## src/rtl/sr_prot_pkg.sv

```systemverilog
package sr_prot_pkg;
  typedef enum logic [2:0] {
    RQ_PROG  = 3'd0,
    RQ_SECT  = 3'd1,
    RQ_BLK   = 3'd2,
    RQ_CHIP  = 3'd3,
    RQ_STAT  = 3'd4
  } req_kind_e;

  typedef struct packed {
    logic       hw_en;
    logic [4:0] prot;
  } sr_bits_t;
endpackage

```

## src/rtl/bp_lock_decode.sv

```systemverilog
module bp_lock_decode #(
  parameter int ADDR_W = 19
) (
  input  logic [4:0]      prot,
  output logic [ADDR_W:0] lock_base
);
  localparam logic [ADDR_W:0] SIZE = {1'b1, {ADDR_W{1'b0}}};

  always_comb begin
    lock_base = SIZE;
    if (prot[2]) begin
      lock_base = '0;
    end else begin
      unique case (prot[1:0])
        2'b11: lock_base = SIZE - (SIZE >> 1);
        2'b10: lock_base = SIZE - (SIZE >> 2);
        2'b01: lock_base = SIZE - (SIZE >> 3);
        default: begin
          unique case (prot[4:3])
            2'b11:   lock_base = SIZE - (SIZE >> 4);
            2'b10:   lock_base = SIZE - (SIZE >> 5);
            2'b01:   lock_base = SIZE - (SIZE >> 6);
            default: lock_base = SIZE;
          endcase
        end
      endcase
    end
  end
endmodule

```

## src/rtl/prot_gate.sv

```systemverilog
module prot_gate
  import sr_prot_pkg::*;
#(
  parameter int ADDR_W   = 19,
  parameter int SECTOR_W = 12,
  parameter int BLOCK_W  = 16
) (
  input  logic              clk,
  input  logic              rst_n,
  input  logic              wen,
  input  logic              wp_n,
  input  logic              hw_en,
  input  logic [ADDR_W:0]   lock_base,
  input  logic [2:0]        kind,
  input  logic [ADDR_W-1:0] addr,
  output logic              permit,
  output logic              sr_ok
);
  localparam logic [ADDR_W:0] SECT_SPAN = {{(ADDR_W-SECTOR_W){1'b0}}, 1'b1, {SECTOR_W{1'b0}}};
  localparam logic [ADDR_W:0] BLK_SPAN  = {{(ADDR_W-BLOCK_W){1'b0}}, 1'b1, {BLOCK_W{1'b0}}};

  logic [ADDR_W:0] byte_pos, sect_end, blk_end;
  logic            hw_lock;
  req_kind_e       k;

  assign k        = req_kind_e'(kind);
  assign byte_pos = {1'b0, addr};
  assign sect_end = {1'b0, addr[ADDR_W-1:SECTOR_W], {SECTOR_W{1'b0}}} + SECT_SPAN;
  assign blk_end  = {1'b0, addr[ADDR_W-1:BLOCK_W], {BLOCK_W{1'b0}}} + BLK_SPAN;
  assign hw_lock  = hw_en & ~wp_n;
  assign sr_ok    = wen & ~hw_lock;

  always_comb begin
    permit = 1'b0;
    if (wen) begin
      unique case (k)
        RQ_PROG: permit = byte_pos < lock_base;
        RQ_SECT: permit = sect_end <= lock_base;
        RQ_BLK:  permit = blk_end <= lock_base;
        RQ_CHIP: permit = lock_base != '0;
        RQ_STAT: permit = sr_ok;
        default: permit = 1'b0;
      endcase
    end
  end

  AST_PROG_BELOW_BASE: assert property (@(posedge clk) disable iff (!rst_n)
    (permit && kind == 3'd0) |-> (byte_pos < lock_base));
  AST_BLK_FULLY_FREE: assert property (@(posedge clk) disable iff (!rst_n)
    (permit && kind == 3'd2) |-> (blk_end <= lock_base));
  AST_CHIP_NEEDS_ROOM: assert property (@(posedge clk) disable iff (!rst_n)
    (permit && kind == 3'd3) |-> (lock_base != '0));
endmodule

```

## src/rtl/status_store.sv

```systemverilog
module status_store
  import sr_prot_pkg::*;
(
  input  logic       clk,
  input  logic       rst_n,
  input  logic       wp_n,
  input  logic       sr_ok,
  input  logic       stage,
  input  logic [7:0] data,
  input  logic       commit,
  output sr_bits_t   bits
);
  sr_bits_t staged;
  logic     pending;
  logic     hw_lock;

  assign hw_lock = bits.hw_en & ~wp_n;

  always_ff @(posedge clk or negedge rst_n) begin
    if (!rst_n) begin
      bits    <= '0;
      staged  <= '0;
      pending <= 1'b0;
    end else if (commit) begin
      pending <= 1'b0;
      if (pending && !hw_lock) bits <= staged;
    end else if (stage) begin
      pending <= sr_ok;
      staged  <= sr_bits_t'(data[7:2]);
    end else if (hw_lock) begin
      pending <= 1'b0;
    end
  end

  AST_CHANGE_NEEDS_COMMIT: assert property (@(posedge clk) disable iff (!rst_n)
    (bits != $past(bits)) |-> $past(commit && pending));
  AST_HW_LOCK_HOLDS: assert property (@(posedge clk) disable iff (!rst_n)
    $past(bits.hw_en && !wp_n) |-> bits.hw_en);
  AST_CANCEL_ON_LOCK: assert property (@(posedge clk) disable iff (!rst_n)
    (pending && hw_lock && !stage) |=> !pending);
endmodule

```

## src/rtl/sr_protect_unit.sv

```systemverilog
module sr_protect_unit
  import sr_prot_pkg::*;
#(
  parameter int ADDR_W   = 19,
  parameter int SECTOR_W = 12,
  parameter int BLOCK_W  = 16
) (
  input  logic              clk,
  input  logic              rst_n,
  input  logic              wp_n,
  input  logic              wen,
  input  logic              busy,
  input  logic [2:0]        req_kind,
  input  logic [ADDR_W-1:0] req_addr,
  output logic              permit,
  output logic [ADDR_W:0]   lock_base,
  input  logic              sr_stage,
  input  logic [7:0]        sr_data,
  input  logic              sr_commit,
  output logic [7:0]        status_rd
);
  sr_bits_t bits;
  logic     sr_ok;

  status_store u_store (
    .clk(clk), .rst_n(rst_n), .wp_n(wp_n), .sr_ok(sr_ok),
    .stage(sr_stage), .data(sr_data), .commit(sr_commit), .bits(bits)
  );

  bp_lock_decode #(.ADDR_W(ADDR_W)) u_dec (
    .prot(bits.prot), .lock_base(lock_base)
  );

  prot_gate #(.ADDR_W(ADDR_W), .SECTOR_W(SECTOR_W), .BLOCK_W(BLOCK_W)) u_gate (
    .clk(clk), .rst_n(rst_n), .wen(wen), .wp_n(wp_n), .hw_en(bits.hw_en),
    .lock_base(lock_base), .kind(req_kind), .addr(req_addr),
    .permit(permit), .sr_ok(sr_ok)
  );

  assign status_rd = busy ? 8'hFF : {bits.hw_en, bits.prot, wen, 1'b0};

  AST_NO_PERMIT_WO_WEN: assert property (@(posedge clk) disable iff (!rst_n)
    !wen |-> !permit);
  AST_STAT_REFUSED_LOCK: assert property (@(posedge clk) disable iff (!rst_n)
    (status_rd[7] && !busy && !wp_n && req_kind == 3'd4) |-> !permit);
endmodule

```

## config.mk

```make
export PLATFORM = sky130hd
export DESIGN_NAME = sr_protect_unit
export DESIGN_NICKNAME = d
export VERILOG_FILES = /design/src/rtl/sr_prot_pkg.sv /design/src/rtl/bp_lock_decode.sv /design/src/rtl/prot_gate.sv /design/src/rtl/status_store.sv /design/src/rtl/sr_protect_unit.sv
export SDC_FILE = /design/constraint.sdc
export NUM_CORES = 1
export LEC_CHECK = 0
export BUFFER_PORTS_ARGS = -buffer_cell sky130_fd_sc_hd__buf_2
export CAP_MARGIN = 0
export CORE_ASPECT_RATIO = 0.7
export CORE_MARGIN = 2
export CORE_UTILIZATION = 50
export CTS_CLUSTER_SIZE = 10
export DETAILED_ROUTE_END_ITERATION = 12
export PLACE_DENSITY = 0.95
export SLEW_MARGIN = 20
export SYNTH_ARGS = -nofsm -noshare
export SYNTH_HDL_FRONTEND = slang
export SYNTH_SLANG_ARGS = --single-unit
```

## constraint.sdc

```tcl
create_clock -name clk -period 5.5 [get_ports clk]
set_clock_uncertainty 0.15 [all_clocks]
set_input_delay 1.1 -clock clk [delete_from_list [all_inputs] [get_ports clk]]
set_output_delay 1.1 -clock clk [all_outputs]
set_load 0.005 [all_outputs]
```

==> flow_summary_export.csv <==
group,metric,value,unit
run_status,result_of_the_run,"finished clean",
detailed_routing,detail_route.drc_violations,0,
global_route,globalRoute.totalOverflow,0,
detailed_routing,routed_wire_length_per_instance,12.35,um
min_path,worst_hold_startpoint,"u_store.staged[4]$_DFFE_PN0P_",
pwr,p_leak,0.8078,nW
clock_network,postCtsSetupRepairBufs,0,
min_path,number_of_stages_on_the_worst_hold_path,2,
logic_synthesis,synth_largest_type_area_fraction,24.25,%
global_route,vias_in_the_first_global_route,1034,
clock_network,cts_hold_buffers,0,
floorplan,core,0.002496,mm2
placed_design,port_buffers,38,
cells_and_area,num_antenna_cells,0,
clock_network,clock_latency,0.24,ns
timing,final_critical_path_required_period,4.164,ns
global_route,grt_pass1_wl,4.498,mm
cells_and_area,num-nets-final,249,
timing,timing.slew.headroom,60.43,%
global_route,grt.total_usage,19.40,%
timing,final.period_utilization,75.71,%
logic_synthesis,synth_adder_area_share,19.59,%
detailed_routing,iteration_0_drc_markers,32,
clock_network,cts_max_path_buffers,2,
logic_synthesis,synth_top_family_by_area,"simple AND/OR/NAND/NOR gates",
worst_setup_path,worst-r2r-setup-slack,3.97,ns
cells_and_area,layout.cells.most_common,"buf_2",
clock_network,tritoncts.num_buffers,3,
clock_network,tritoncts_num_sinks,13,
timing,timing.setup.tns,0,ns
detailed_routing,final_antenna_net_count,0,
global_route,largest_net_degree_at_the_start_of_global_routing,14,
placed_design,place.detailed.hpwl,2.344,mm
clock_network,cts_root_buf,"clkbuf_8",
logic_synthesis,syn_avg_cell_area,8.824,um2
floorplan,starting_density,53.73,%
placed_design,finalWeightedCongestion,0.7967,
pwr,max-vdd-ir-drop,273.2,uV
clock_network,clk_transition_reported_paths,0.05,ns
logic_synthesis,synth-warning-count,0,
cells_and_area,layout_common_cells,"buf_2, ha_1, nand2_1, conb_1, dfrtp_1",
logic_synthesis,post_synthesis_sequential_area_ratio,24.25,%
placed_design,placed_cell_area,0.001499,mm2
clock_network,tritoncts,"done",
logic_synthesis,synth-xor-area-share,3.918,%
timing,rsz0062_at_grt,"no",
logic_synthesis,synthDistinctLibCells,38,
worst_setup_path,critical_register_to_register_path_startpoint,"u_store.bits[5]$_DFFE_PN0P_",
logic_synthesis,synth.largest_area_cell,"dfrtp_1",
timing,timing_max_transition_violations_final,0,
logic_synthesis,synth-simple-area-share,19.96,%
clock_network,cts.htree.levels,1,
pwr,power_density,375.5,mW/mm2
cells_and_area,finalInstanceArea,0.001544,mm2
worst_setup_path,ff_to_ff_path_depth,3,
clock_network,post_cts_resize_count,0,
timing,max_freq,0.2401,GHz
logic_synthesis,synthesis.instances,152,
min_path,worst_hold_path_type,"flop to flop",
worst_setup_path,timing.critical_path.fanout_max,7,
detailed_routing,postRouteWirelength,2.767,mm
worst_setup_path,startpoint_type,"flop",
floorplan,fp.dieH,47.34,um
floorplan,rows,15,
cells_and_area,final_layout_size_suffix_gt1_share,31.58,%
timing,setup_viol,0,
floorplan,die_area,0.003120,mm2
floorplan,chipWidth,65.91,um
cells_and_area,area_growth_syn_to_layout,15.11,%
timing,hold_violations,0,
global_route,grt_antenna_before_repair,0,
cells_and_area,n_fill_cell,235,
job,max-cap-violations,0,
logic_synthesis,synth_seq_cells,13,
floorplan,ios,66,
logic_synthesis,cell_area_after_technology_mapping,0.001341,mm2
worst_setup_path,critical_path_class,"flop to output port",
logic_synthesis,post_synth_main_area_contributors,"dfrtp_1, ha_1, buf_4, mux2_2, or2_2",
timing,whs,0.3287,ns
worst_setup_path,critical_path_required,4.25,ns
detailed_routing,routed-via-count,1129,
logic_synthesis,post_synth_mux_area_share,8.955,%
worst_setup_path,crit_arrival,2.91,ns
min_path,min_delay_worst_endpoint,"u_store.bits[4]$_DFFE_PN0P_",
detailed_routing,drtPass1Iterations,4,
timing,actual_slew_at_the_worst_max_slew_pin,0.5874,ns
logic_synthesis,synth_compound_area_share,10.73,%
worst_setup_path,timing.critical_path.to_type,"output port",
detailed_routing,avg_vias_per_cell,5.040,
worst_setup_path,r2r-end,"u_store.bits[5]$_DFFE_PN0P_",
## power by group
group	switching (mW)	internal, mW
Sequential	0.0222	0.123
Clock	0.0324	0.0511
Combinational	0.189	0.163
Total	0.243	0.336
## cell usage after synthesis
cell type,number
nor4bb_1,1
buf_6,1
nor2_1,2
inv_1,12
and3_1,1
nand3b_1,1
mux2i_1,3
and2b_1,1
and4_1,1
and4b_1,1
a221oi_2,1
dfrtp_1,13
nor3b_1,1
a211oi_1,1
and2_1,2
ha_1,21
conb_1,1
nor2b_1,3
or2_2,8
o22ai_1,1
o21ai_1,2
nor4_1,1
xor2_1,2
a31oi_1,1
nand3_1,3
nand2b_1,2
buf_4,14
a21oi_1,9
a2111oi_0,1
o21ai_0,9
clkbuf_1,1
nor3_1,1
nand4_1,3
mux2_2,8
and2b_2,1
nand2_1,13
xnor2_1,4
nor2_2,1
## sequential cells by signal, indices dropped and copies added (netlist names)
register / cells
u_store.staged: 6
u_store.pending: 1
u_store.bits: 6
## logic make-up after synthesis
logic type | count (synthesis)
AO/OA/AOI/OAI | 25
XOR/XNOR | 6
adder cells (fa/ha/maj) | 21
buffers and inverters | 28
flip-flops | 13
multiplexers | 11
other | 1
AND/OR/NAND/NOR | 47
## metal layers
metal | share of wire (%) | vias up | track usage (%)
met5 | 0 | - | 0
met4 | 0 | 0 | 2.500
met3 | 5.4 | 0 | 4.317
met2 | 47 | 32 | 35.96
met1 | 47 | 513 | 24.34
li1 | - | 584 | -
## cell type report
cell class,instances,area [um2],share of cell area [%]
clock buffers,4,45.04,2.917
inverters,12,45.04,2.917
multi-input cells,123,895.9,58.02
flip-flops and latches,13,325.3,21.07
well taps,34,42.54,2.755
repair buffers,38,190.2,12.32
## worst max path at each step
| stage | cells after the start | slack, ns | startpoint | to |
|---|---|---|---|---|
| finish | 11 | 1.34 | u_store.bits[0]$_DFFE_PN0P_ | permit |
| global route | 11 | 1.13 | u_store.bits[0]$_DFFE_PN0P_ | permit |
| CTS | 11 | 1.37 | req_addr[16] | permit |
| detailed placement | 11 | 1.39 | req_addr[16] | permit |
| global placement | 11 | 1.42 | req_addr[14] | permit |
| floorplan | 9 | 1.90 | req_addr[12] | permit |
## metrics by stage
stage	utilization [%]	total power [mW]	instances	worst slack [ns]
after detailed placement	60.05	0.4952	220	1.390
final	61.85	0.5798	224	1.336
after floorplan	-	0.3984	164	1.896
after global placement	60.05	0.4803	220	1.422
after global routing	61.85	0.6415	224	1.129
after CTS	61.85	0.5835	224	1.372
## worst max-delay path, cell delays in order, from the launching register on
cell and delay [ns]:
dfrtp_1 0.37, inv_1 0.07, ha_1 0.26, a21oi_1 0.34, o21ai_0 0.33, ha_1 0.39, a21oi_1 0.14, o21ai_0 0.10
o22ai_1 0.24, nand3_1 0.11, a31oi_1 0.19, buf_2 0.14
Note: power is estimated with default switching activity, not from simulation.
